**src/rtl/colmix_pkg.sv**
```systemverilog
package colmix_pkg;
  localparam int BYTE_W = 8;
  localparam int ROWS   = 4;
  localparam int COL_W  = BYTE_W * ROWS;
  localparam logic [BYTE_W-1:0] REDUCE_POLY = 8'h1B;

  typedef logic [BYTE_W-1:0] byte_t;
  typedef byte_t [ROWS-1:0]  col_arr_t;

  // multiply by {02} in the AES field
  function automatic byte_t dbl(input byte_t a);
    return {a[BYTE_W-2:0], 1'b0} ^ (a[BYTE_W-1] ? REDUCE_POLY : '0);
  endfunction

  // row r sits at bits [COL_W-1-BYTE_W*r -: BYTE_W]
  function automatic col_arr_t unpack_col(input logic [COL_W-1:0] v);
    col_arr_t r;
    for (int i = 0; i < ROWS; i++) r[i] = v[COL_W-1-BYTE_W*i -: BYTE_W];
    return r;
  endfunction

  function automatic logic [COL_W-1:0] pack_col(input col_arr_t c);
    logic [COL_W-1:0] v;
    for (int i = 0; i < ROWS; i++) v[COL_W-1-BYTE_W*i -: BYTE_W] = c[i];
    return v;
  endfunction
endpackage

```
**src/rtl/col_fold.sv**
```systemverilog
module col_fold
  import colmix_pkg::*;
(
  input  logic     inv_mode,
  input  col_arr_t col_i,
  output col_arr_t col_o
);
  localparam int HALF = ROWS / 2;

  byte_t pair_sum [HALF];
  byte_t quad     [HALF];

  genvar p, r;
  generate
    for (p = 0; p < HALF; p++) begin : g_pair
      assign pair_sum[p] = col_i[p] ^ col_i[p+HALF];
      assign quad[p]     = dbl(dbl(pair_sum[p]));
    end
    for (r = 0; r < ROWS; r++) begin : g_row
      assign col_o[r] = inv_mode ? (col_i[r] ^ quad[r % HALF]) : col_i[r];
    end
  endgenerate

  // the same correction enters both rows of a pair, so the pair's XOR is preserved
  always_comb begin
    assert_pair_sum_R4: assert ((col_o[0] ^ col_o[HALF]) == (col_i[0] ^ col_i[HALF]))
      else $error("pair sum changed by fold stage");
  end
endmodule

```
**src/rtl/col_fwd_mix.sv**
```systemverilog
module col_fwd_mix
  import colmix_pkg::*;
(
  input  col_arr_t col_i,
  output col_arr_t col_o
);
  genvar r;
  generate
    for (r = 0; r < ROWS; r++) begin : g_row
      localparam int N1 = (r + 1) % ROWS;
      localparam int N2 = (r + 2) % ROWS;
      localparam int N3 = (r + 3) % ROWS;
      // {02}a + {03}b + c + d = {02}(a^b) ^ b ^ c ^ d
      assign col_o[r] = dbl(col_i[r] ^ col_i[N1]) ^ col_i[N1] ^ col_i[N2] ^ col_i[N3];
    end
  endgenerate

  always_comb begin
    if ((col_i[0] == col_i[1]) && (col_i[1] == col_i[2]) && (col_i[2] == col_i[3]))
      assert_uniform_fixed_R6: assert (col_o == col_i)
        else $error("uniform column altered by forward mix");
  end
endmodule

```
**src/rtl/col_mixer.sv**
```systemverilog
module col_mixer
  import colmix_pkg::*;
#(
  parameter int W = COL_W
) (
  input  logic         clk,
  input  logic         rst,
  input  logic         inv_mode,
  input  logic [W-1:0] col_in,
  output logic [W-1:0] col_out
);
  col_arr_t col_a, col_f, col_m;
  logic     warm;

  assign col_a = unpack_col(col_in);

  col_fold u_fold (
    .inv_mode (inv_mode),
    .col_i    (col_a),
    .col_o    (col_f)
  );

  col_fwd_mix u_mix (
    .col_i (col_f),
    .col_o (col_m)
  );

  always_ff @(posedge clk) begin
    if (rst) begin
      col_out <= '0;
      warm    <= 1'b0;
    end else begin
      col_out <= pack_col(col_m);
      warm    <= 1'b1;
    end
  end

  assert_rst_clear_R1: assert property (@(posedge clk) rst |=> (col_out == '0))
    else $error("output not cleared by reset");

  assert_zero_in_R3: assert property (@(posedge clk) disable iff (rst)
    (col_in == '0) |=> (col_out == '0))
    else $error("zero column produced nonzero output");

  assert_hold_R2: assert property (@(posedge clk) disable iff (rst || !warm)
    ($stable(col_in) && $stable(inv_mode)) |=> $stable(col_out))
    else $error("output changed with steady inputs");
endmodule

```
**config.mk**
```make
export PLATFORM = sky130hd
export DESIGN_NAME = col_mixer
export DESIGN_NICKNAME = d
export VERILOG_FILES = /design/src/rtl/colmix_pkg.sv /design/src/rtl/col_fold.sv /design/src/rtl/col_fwd_mix.sv /design/src/rtl/col_mixer.sv
export SDC_FILE = /design/constraint.sdc
export NUM_CORES = 1
export LEC_CHECK = 0
export BUFFER_PORTS_ARGS = -buffer_cell sky130_fd_sc_hd__buf_2
export CORE_UTILIZATION = 53
export DETAILED_ROUTE_END_ITERATION = 12
export GPL_ROUTABILITY_DRIVEN = 1
export GPL_TIMING_DRIVEN = 1
export HOLD_SLACK_MARGIN = 0.1
export PLACE_DENSITY_LB_ADDON = 0.12
export SYNTH_ARGS = -nofsm -noshare
export SYNTH_HDL_FRONTEND = slang
export SYNTH_SLANG_ARGS = --single-unit
```
**constraint.sdc**
```tcl
create_clock -name clk -period 2.85 [get_ports clk]
set_input_delay 0.57 -clock clk [delete_from_list [all_inputs] [get_ports clk]]
set_output_delay 0.57 -clock clk [all_outputs]
set_load 0.005 [all_outputs]
```
After elaboration in Yosys (flattened, before gate mapping)
Cells that the tools add are included.

Bitwise operators: 30. Muxes and demuxes: 12.

Operators with widths (number): 8-bit bitwise XOR (30); 5-bit 2-to-1 mux (8); 8-bit 2-to-1 mux (4).

Input bits: 35. Bits in registers: 32.

Longest topological paths before layout
Gate-level depths: netlist of the first run.

Word-level depth: 13. Mapped depth: 8.

Modules after synthesis
A second synthesis of the first run with hierarchy kept.

Cell total of the unflattened synthesis: 218. Area total of the unflattened synthesis: 2765.2 µm².

Modules (own cells, without submodules): col_fwd_mix (cells an instance 72, area each 1278.7 µm², sequential area each 0.0 µm², instances 1); col_mixer (cells an instance 67, area each 863.3 µm², sequential area each 640.6 µm², instances 1); col_fold (cells an instance 79, area each 623.1 µm², sequential area each 0.0 µm², instances 1).

Least setup slack after synthesis of the first run
Ideal clock, no wire load.

Path type: input port to flip-flop. Start point: input col_in[31]. End point: register col_out[28]. Path slack: 0.252 ns. Arrival time: 2.470 ns. Library setup time: 0.128 ns. Stages: 7. Cell sequence: xor2_1 > xor3_1 > xnor2_1 > nand2_1 > xor3_1 > xor3_1 > nor2_1.

Word-level cells in the longest chain between the ends: 8. Elaborated cells between the ends (all ways): 14. Those cells by class: 4 x mux; 10 x bitwise.

Ends and longest elaborated chain: from (decl) (line col_mixer.sv:9) `input logic [W-1:0] col_in,`; 8-bit bitwise XOR (on tied branches) (line col_fold.sv:20, col_fold.sv:16); 8-bit 2-to-1 mux or 5-bit 2-to-1 mux (tied branches) (line col_fold.sv:20, colmix_pkg.sv:12); 8-bit bitwise XOR (on tied branches) (line col_fwd_mix.sv:14, colmix_pkg.sv:12); 5-bit 2-to-1 mux or 8-bit bitwise XOR (tied branches) (line colmix_pkg.sv:12) `return {a[BYTE_W-2:0], 1'b0} ^ (a[BYTE_W-1] ? REDUCE_POLY : '0);`; 8-bit bitwise XOR (on tied branches) (line colmix_pkg.sv:12, col_fold.sv:20); 8-bit bitwise XOR or 8-bit 2-to-1 mux (tied branches) (line col_fwd_mix.sv:14, col_fold.sv:20); 8-bit bitwise XOR (*) (2 in a row) (line col_fwd_mix.sv:14) `assign col_o[r] = dbl(col_i[r] ^ col_i[N1]) ^ col_i[N1] ^ col_i[N2] ^ col_i[N3];`; to (signal assigned) (line col_mixer.sv:33) `col_out <= pack_col(col_m);`; to (decl) (line col_mixer.sv:10) `output logic [W-1:0] col_out`.

Every way passes the cells marked *; elsewhere a longest branch is shown, timed or not. A chain may end at the register's enable or synchronous reset.

Worst setup path after layout of the first run
Start point: input col_in[14]. End point: register col_out[9].

Word-level cells in the longest chain between the ends: 11. Elaborated cells between the ends (all ways): 13. Those cells by class: 3 x mux; 10 x bitwise.

Ends and longest elaborated chain: 8-bit bitwise XOR (*) (line col_fold.sv:16) `assign pair_sum[p] = col_i[p] ^ col_i[p+HALF];`; 8-bit bitwise XOR (*) (line colmix_pkg.sv:12); 5-bit 2-to-1 mux (*) (line colmix_pkg.sv:12); 8-bit bitwise XOR (*) (line colmix_pkg.sv:12); 8-bit bitwise XOR (line col_fold.sv:20) `assign col_o[r] = inv_mode ? (col_i[r] ^ quad[r % HALF]) : col_i[r];`; 8-bit 2-to-1 mux (line col_fold.sv:20); 8-bit bitwise XOR (line col_fwd_mix.sv:14); 8-bit bitwise XOR (line colmix_pkg.sv:12); 8-bit bitwise XOR (line col_fwd_mix.sv:14); 8-bit bitwise XOR (*) (2 in a row) (line col_fwd_mix.sv:14).

Marked as above.

==> flow_results.org, run 1 <==
** Worst setup path
- STA puts the critical path data arrival time at between 2 and 3 ns.
- Largest delay contributor family on the critical path :: XOR/XNOR gates
- The worst setup path is captured at a register.
- Critical path startpoint category :: input pin
- In this run the worst path has a maximum fanout of 5.
- The worst setup path is of the input pin to register kind.
- The largest single stage delay on the critical path is 0.40 ns.
- Slowest cell on the critical path :: sky130_fd_sc_hd__xnor3_1
- Data on the critical path is required at its endpoint by 3.06 ns.
- Sequence of cells on the critical path :: buf_2, xnor2_2, buf_4, xor2_1, nand2b_1, xor2_2, xor2_1, xnor3_1, nor2_1
- Sum of buffers and inverters on the critical path :: 2
- Library cell appearing most often on the critical path :: sky130_fd_sc_hd__xor2_1

** Global routing
- After global routing the overflow that remains totals 0.
- The via count of the first global-routing pass was 1,777.
- The first global-routing pass estimated 8560 µm of wire.
- Global-route usage over all layers :: 0.224
- The initial antenna violation count came to 0.
- Maximum number of pins on one net before global-route repair :: 33

** Clocking
- Clock tree synthesis inserted a total of 5 buffers.
- Buffer cell driving the clock tree root :: sky130_fd_sc_hd__clkbuf_8
- CTS saw 32 sinks.
- CTS built an H-tree with a depth of 2.
- Post-CTS sizing :: 0
- Number of hold buffers added after cts :: 0
- TritonCTS built the clock tree.
- Post-CTS Setup Bufs :: 0
- Clock slew at reported path FFs :: 0.06 ns
- CTS max path bufs :: 2

** Placed design
- Including well taps, the total number of placed cells is 368.
- HPWL after detailed placement :: slightly above 4000 µm
- Port buffering added 66 buffers.
- Global placement routability congestion :: roughly 0.80

** Detailed routing
- DRC violation count after routing :: 0
- Via count :: 1,771
- For this block, the routed nets add up to between 5000 and 6000 µm of wire.
- The pre-antenna-repair detailed-routing pass consisted of 6 iterations.
- Violation count after the first detailed-route iteration :: 64
- Dividing the detail-routed via count by the number of cells gives around 4.7.
- Once detail routing completed, the nets flagged for antenna violations numbered 0.
- Dividing the detail-routed wire length by the instance count gives 13.6 µm.

** Cells and area
- Diode count :: 0
- Excluding fillers, the count of instances in the completed layout stands at approximately 380.
- The largest registers in the layout are col_out: 32 flops.
- Nets@finish :: about 360
- Registers take between 600 and 700 µm².
- col_out holds more flip-flops than any other register.
- Flip-flop count of the largest register after layout :: 32
- From synthesis to final layout, the design area changed by 22.8%.
- Fillers :: roughly 360
- Summing all multi-input logic gate instances after layout gives ~1800 µm².
- In the final layout, the share of cells above drive strength 1 is 0.278.

** Synthesis
- Ranked by instance count, the synthesized netlist is headed by sky130_fd_sc_hd__xnor2_1 (83), sky130_fd_sc_hd__xor2_1 (45), sky130_fd_sc_hd__dfxtp_1 (32), sky130_fd_sc_hd__nor2_1 (32), sky130_fd_sc_hd__xnor3_1 (16).
- Most instantiated library cell after synthesis :: sky130_fd_sc_hd__xnor2_1
- Of the synthesized area, sequential elements account for 0.255.
- Fraction of the mapped netlist area in simple logic gates :: 0.0828
- Of the total synthesized cell area, the portion taken by full adders, half adders and majority gates is 0.
- Cell accounting for the most synthesized area :: sky130_fd_sc_hd__xnor2_1
- Each instance of the synthesized netlist takes up on average between 10 and 15 µm².
- Commonest register cell after synthesis :: sky130_fd_sc_hd__dfxtp_1
- After synthesis, the largest family of logic cells by area is XOR/XNOR gates.
- Compound-cell area share of the yosys netlist :: 0
- Flip-flop and latch count after synthesis :: 32
- Xor/xnor cell area share of the yosys netlist :: 0.654
- Synthesis produced a netlist with a net count of 276.
- For this run, the number of Yosys warnings is 0.
- Number of flops mapped to enable cells by yosys :: 0
- Fraction of registers with async set/reset :: 0
- Post-Synthesis Cells :: around 240
- The cell area that synthesis handed to floorplanning was 2510 µm².
- After synthesis, the cell types taking the most area are sky130_fd_sc_hd__xnor2_1 (29%), sky130_fd_sc_hd__dfxtp_1 (26%), sky130_fd_sc_hd__xor2_1 (16%).
- Multiplexer fraction of the synthesized cell area :: 0
- In this run, distinct cell masters in the synthesized netlist total 14.
- Yosys top cell area share :: 0.290

** Power
- Static leakage :: 1.46 nW
- Power density of the placed cells :: approximately 810 nW/µm²
- The analysis attributes to net switching a power of approximately 0.83 mW.
- Worst vdd rail ir drop :: 0.000355 V
- Of the total power, combinational logic draws 0.592.
- Internal power comes to approximately 1.7 mW.
- Of the total power, registers draw 0.264.
- The share of total power dissipated in the clock network is 0.143.
- Fraction of power spent switching nets :: 0.331

** Timing
- Hold timing on the final database bottoms out at a slack of about 0.75 ns.
- Min Clock Period, post-route :: between 2 and 3 ns
- Count of final setup violators :: 0
- Slew headroom :: 0.632
- Setup repair after global routing missed its margin :: false
- Final hold violation count :: 0
- Highest clock rate :: approximately 0.40 GHz
- Adding up every negative setup slack in the final design gives 0 ns.
- Period utilization :: 0.888
- At the pin with the least slew margin, the transition time is approximately 0.55 ns.
- Final count of pins violating max slew :: 0

** Die
- Standard-cell row count :: 24
- I/O pin total :: 67
- Core area :: roughly 4400 µm²
- The initial utilization of the core area, before any placement, comes to 0.564.
- Die area :: 5010 µm²
- The die is 70.8 µm wide.
- The die is about 71 µm tall.

** Run status
- Run status :: finished clean

** Min path
- The tightest min-delay check is of the input pin to register type.

** Job
- Max-Cap Viols :: 0
## metrics by stage
stage / setup WS, ns / power [mW] / utilization / area [µm²]
after detailed placement: 0.0610 / 2.14 / 0.673 / 2990
final: 0.319 / 2.49 / 0.693 / 3080
after floorplan: 0.252 / 1.76 / - / 2510
after CTS: 0.337 / 2.52 / 0.693 / 3080
after global routing: 0.183 / 2.67 / 0.693 / 3080
after global placement: 0.0916 / 2.13 / 0.673 / 2990
## power groups by stage
stage | combinational [mW] | clock (mW) | sequential (mW)
global placement | 1.47 | 0 | 0.667
global route | 1.62 | 0.381 | 0.673
finish | 1.48 | 0.357 | 0.659
CTS | 1.49 | 0.368 | 0.661
floorplan | 1.05 | 0 | 0.704
detailed placement | 1.47 | 0 | 0.670
## path summary, 6_finish.rpt
check                      start     endpoint  slack, ns  cells after the start
worst max-delay path  col_in[14]   col_out[9]       0.32                      9
worst min-delay path   col_in[0]  col_out[24]       0.75                      4
## final cells by class
class,count,area share
Multi-Input combinational cell,204,0.600
Sequential cell,32,0.208
Timing Repair Buffer,80,0.141
Clock buffer,8,0.0292
Tap cell,52,0.0211
## cells by family (layout without fill, tap and decap cells)
logic type	Yosys count	count (layout)
buf+inv	5	88
simple gates	52	52
xor+xnor	152	152
flops	32	32
## cell usage in the layout (no fill, tap or decap)
cell type	synthesis	routed
sky130_fd_sc_hd__xnor2_1	83	83
sky130_fd_sc_hd__buf_2	0	66
sky130_fd_sc_hd__xor2_1	45	45
sky130_fd_sc_hd__nor2_1	32	32
sky130_fd_sc_hd__dfxtp_1	32	32
sky130_fd_sc_hd__xnor3_1	16	16
sky130_fd_sc_hd__nand2_1	15	15
sky130_fd_sc_hd__buf_4	0	14
sky130_fd_sc_hd__clkbuf_8	0	6
sky130_fd_sc_hd__xor3_1	4	4
sky130_fd_sc_hd__nand2b_1	3	3
sky130_fd_sc_hd__xor2_2	3	3
sky130_fd_sc_hd__clkbuf_1	4	2
sky130_fd_sc_hd__xnor2_2	1	1
sky130_fd_sc_hd__and2_1	1	1
sky130_fd_sc_hd__nor2b_1	1	1
## routing by layer
layer  up-vias  GRT usage  part of all wire
met5         -          0                 0
met4         0     0.0644            0.0086
met2        48      0.378              0.47
met1       816      0.300              0.49
li1        903          -                 -
met3         4     0.0299             0.032
Note: power is estimated with default switching activity, not from simulation.
==> run 2, diff against run 1 <==
--- a/config.mk
+++ b/config.mk
@@ -5,8 +5,9 @@
 export SDC_FILE = /design/constraint.sdc
 export NUM_CORES = 1
 export LEC_CHECK = 0
+export ABC_AREA = 1
 export BUFFER_PORTS_ARGS = -buffer_cell sky130_fd_sc_hd__buf_2
-export CORE_UTILIZATION = 53
+export CORE_UTILIZATION = 55
 export DETAILED_ROUTE_END_ITERATION = 12
 export GPL_ROUTABILITY_DRIVEN = 1
 export GPL_TIMING_DRIVEN = 1
@@ -14,4 +15,5 @@
 export PLACE_DENSITY_LB_ADDON = 0.12
 export SYNTH_ARGS = -nofsm -noshare
 export SYNTH_HDL_FRONTEND = slang
+export SYNTH_HIERARCHICAL = 1
 export SYNTH_SLANG_ARGS = --single-unit
==> run 2 against run 1 <==
Against the previous run:
- fmax up 12%
- synthesized cell count rose to 2.8 times the previous value
- routed wire length up 76%
- core utilization down 3.4 points
- design area up 30%
- final cell count up 120%
- critical path depth up 3
- worst hold slack better by 0.0014 ns
- first-iteration DRC count rose to 4.8 times the previous value
- worst setup slack better by 0.28 ns
- power down 13%
- critical path type unchanged
- critical endpoint is now col_out[28]
- largest power group unchanged
- highest routed layer unchanged
==> flow_results.org, run 2 <==
** Run status
- The flow ran to the end, and the final reports show no timing, DRC or antenna violations.

** Timing
- Count of final setup violators :: 0
- After routing, the total negative slack on setup checks comes to 0 ns.
- Final hold violation count :: 0
- The worst pin sits at a relative slew slack of 0.621.
- Min Clock Period, post-route :: ~2.3 ns
- Worst-Margin Slew :: approximately 0.57 ns
- Setup repair after global routing left no endpoint under its margin.
- Of the available clock period, the critical path in the final layout requires 0.790.
- The number of pins with negative max-slew slack in the final report was 0.
- Highest clock rate :: 0.444 GHz

** Synthesis
- In the synthesized netlist the dominant register cell turns out to be sky130_fd_sc_hd__dfxtp_1.
- Cell accounting for the most synthesized area :: sky130_fd_sc_hd__nand2_1
- Synth Warn # :: 6
- Fraction of registers with async set/reset :: 0
- Post-Synthesis Cells :: roughly 700
- Top cell types by occurrence after synthesis :: sky130_fd_sc_hd__nand2_1 (377), sky130_fd_sc_hd__inv_1 (85), sky130_fd_sc_hd__nand3_1 (42)
- Post-synth cell types :: 20
- Averaged over all synthesized cells, the footprint is 5.16 µm².
- Leading post-synthesis cells by cell area :: sky130_fd_sc_hd__nand2_1 (40%), sky130_fd_sc_hd__dfxtp_1 (18%), sky130_fd_sc_hd__inv_1 (9.0%)
- Post-Syn Area :: 3530 µm²
- The number of nets in the synthesized netlist is ~720.
- By instance count, the leading cell after synthesis is sky130_fd_sc_hd__nand2_1.
- Yosys top cell area share :: 0.401
- For this run, the register share of the synthesized area comes to 0.182.
- In this run, synthesis produced a sequential element count of 32.
- Yosys mapped a number of flops with a built-in enable equal to 0.

** Placed design
- Input and output buffers added on the ports amount to 66.
- After detailed placement, the total cell area comes to a little under 4000 µm².
- At the end of routability-driven placement, the weighted congestion stood at approximately 0.91.
- HPWL after detailed placement :: between 7000 and 8000 µm

** Worst setup path
- Largest incremental delay on the critical path :: ~0.42 ns
- In this run the worst setup path begins at inv_mode.
- Type of destination of the critical path :: register
- Slowest cell on the critical path :: sky130_fd_sc_hd__xor2_1
- Cell count along the critical path :: 12
- The worst setup path is of the input pin to register kind.
- At the worst endpoint, the required time is approximately 3 ns.
- Largest delay contributor family on the critical path :: simple AND/OR/NAND/NOR gates
- The critical path ends at col_out[28].
- Library cell appearing most often on the critical path :: sky130_fd_sc_hd__nand2_1
- Critical path startpoint category :: input pin
- Along the worst path, the maximum fanout reaches 24.
- Data on the critical path arrives at its endpoint at 2.39 ns.
- Sequence of cells on the critical path :: buf_2, nand3_1, xor2_1, inv_2, nand2_1, nand2_1, nand2_1, nand2_1, nand2_1, nand2_1, inv_1, nor2_1
- Sum of buffers and inverters on the critical path :: 3

** Die
- Initial core utilization :: 0.582
- The floorplan step defined a die boundary enclosing 6740 µm².
- Pin placement for this block handled 67 I/O pins.
- In this run the horizontal extent of the chip is approximately 82 µm.
- In this run the core area contains 28 standard-cell rows.
- Measured along the y axis, the die boundary spans slightly above 80 µm.
- Core area :: roughly 6100 µm²

** Power
- Worst vdd rail ir drop :: approximately 0.00045 V
- Summed over all nets, the switching power comes to between 0.9 and 1 mW.
- Part of the total power dissipated in sequential elements :: 0.263
- Fraction of power spent switching nets :: 0.450
- The share of total power dissipated in combinational logic is 0.566.
- Static leakage :: 2.68 nW
- Of the total power, the clock network draws 0.172.
- Internal power comes to 1.19 mW.
- In this run the power density over the cells is between 500 and 600 nW/µm².

** Cells and area
- At the end of the flow the core is filled with cells to 0.660.
- In the final layout, the registers with the most flip-flops are col_out: 32 flops.
- Diode count :: 0
- Nets@finish :: approximately 790
- Leaving out fill and tap cells, the most frequent cell in the layout is sky130_fd_sc_hd__nand2_1.
- Commonest cells after routing, fill and taps aside :: sky130_fd_sc_hd__nand2_1 (377), sky130_fd_sc_hd__inv_1 (85), sky130_fd_sc_hd__buf_2 (66)
- The finished cells cover roughly 4000 µm².
- Top register by number of flip-flops :: col_out
- Flip-flop count of the largest register after layout :: 32
- Layout cells sized above 1 :: 0.164
- From synthesis to final layout, the design area changed by 13.3%.

** Clocking
- Num CTS Buffers :: 5
- CTS max path bufs :: 2
- Count of clock tree sinks :: 32
- TritonCTS built the clock tree.
- Clock slew at reported path FFs :: about 0.070 ns
- The number of gates resized after CTS was 0.
- Buffer cell driving the clock tree root :: sky130_fd_sc_hd__clkbuf_8
- Post-CTS Setup Bufs :: 0
- After clock tree synthesis, the flow added hold-fix buffers numbering 0.
- Maximum level of the CTS H-tree :: 2

** Detailed routing
- Total length of routed wires :: about 9000 µm
- Dividing the detail-routed wire length by the instance count gives ~11 µm.
- Once detail routing completed, the nets flagged for antenna violations numbered 0.
- Violation count after the first detailed-route iteration :: around 300
- In the routed design, unresolved DRC markers number 0.
- For this block, the via count after detailed routing is 4,044.
- After detailed routing, the number of vias per cell comes to 4.90.
- Router iterations before antenna repair :: 6

** Global routing
- Global route overflow :: 0
- Across every metal layer, demand over resource in global routing totals 0.290.
- The initial antenna violation count was 0.
- Entering global routing, the biggest net connects 33 pins.
- The first global-routing pass estimated 14,900 µm of wire.
- Vias in the first global route :: 3,358

** Min path
- Worst min-delay path category :: input pin to register

** Job
- The tool flagged a number of max-cap violations equal to 0.
[run 2: cell types whose count changed in the layout (fill, tap and decap cells not counted), sizes merged, moves of 16 or more]
cell / delta
inv: +106
xnor2: -74
xnor3: -16
xor2: -16
nand2: +385
nand3: +45
[run 2: final cells by class]
type                    count  area [µm²]
clock buffers               7        96.3
fillers                   628        2060
inverters                 107         402
multi-input cells         538        2430
flip-flops and latches     32         641
well taps                  75        93.8
repair buffers             67         338
[run 2: logic make-up after synthesis]
family / count (synthesis) / share of synthesized area
flops: 32 / 0.182
xor+xnor: 42 / 0.109
simple gates: 495 / 0.578
compound gates: 1 / 0.00142
buf+inv: 113 / 0.130
[run 2: stage by stage]
stage	instances	total power [mW]	hold slack, ns	worst slack, ns
detailed placement	819	1.78	0.944	0.340
CTS	826	2.16	0.744	0.604
floorplan	683	1.46	0.641	0.886
finish	826	2.16	0.755	0.598
global route	826	2.39	0.791	0.351
global placement	819	1.76	0.945	0.408
[run 2: power by group through the flow]
stage	sequential, mW	combinational (mW)	clock, mW
3_5_place_dp	0.578	1.21	0
4_1_cts	0.569	1.21	0.379
3_3_place_gp	0.575	1.18	0
5_1_grt	0.584	1.42	0.391
2_1_floorplan	0.597	0.864	0
6_report	0.568	1.22	0.371
[run 2: routing by layer]
| metal | wire [µm] | track usage |
|---|---|---|
| met1 | 4200 | 0.384 |
| met2 | 3880 | 0.477 |
| met3 | 727 | 0.0356 |
| met4 | 178 | 0.104 |
| met5 | 0 | 0 |
[run 2: worst min-delay path by stage]
stage	start	endpoint	slack [ns]	cells after the start
floorplan	rst	col_out[31]	0.64	1
global placement	col_out[11]	col_out[11]	0.94	1
detailed placement	col_out[12]	col_out[12]	0.94	1
CTS	rst	col_out[6]	0.74	2
global route	rst	col_out[31]	0.79	2
finish	rst	col_out[6]	0.75	2
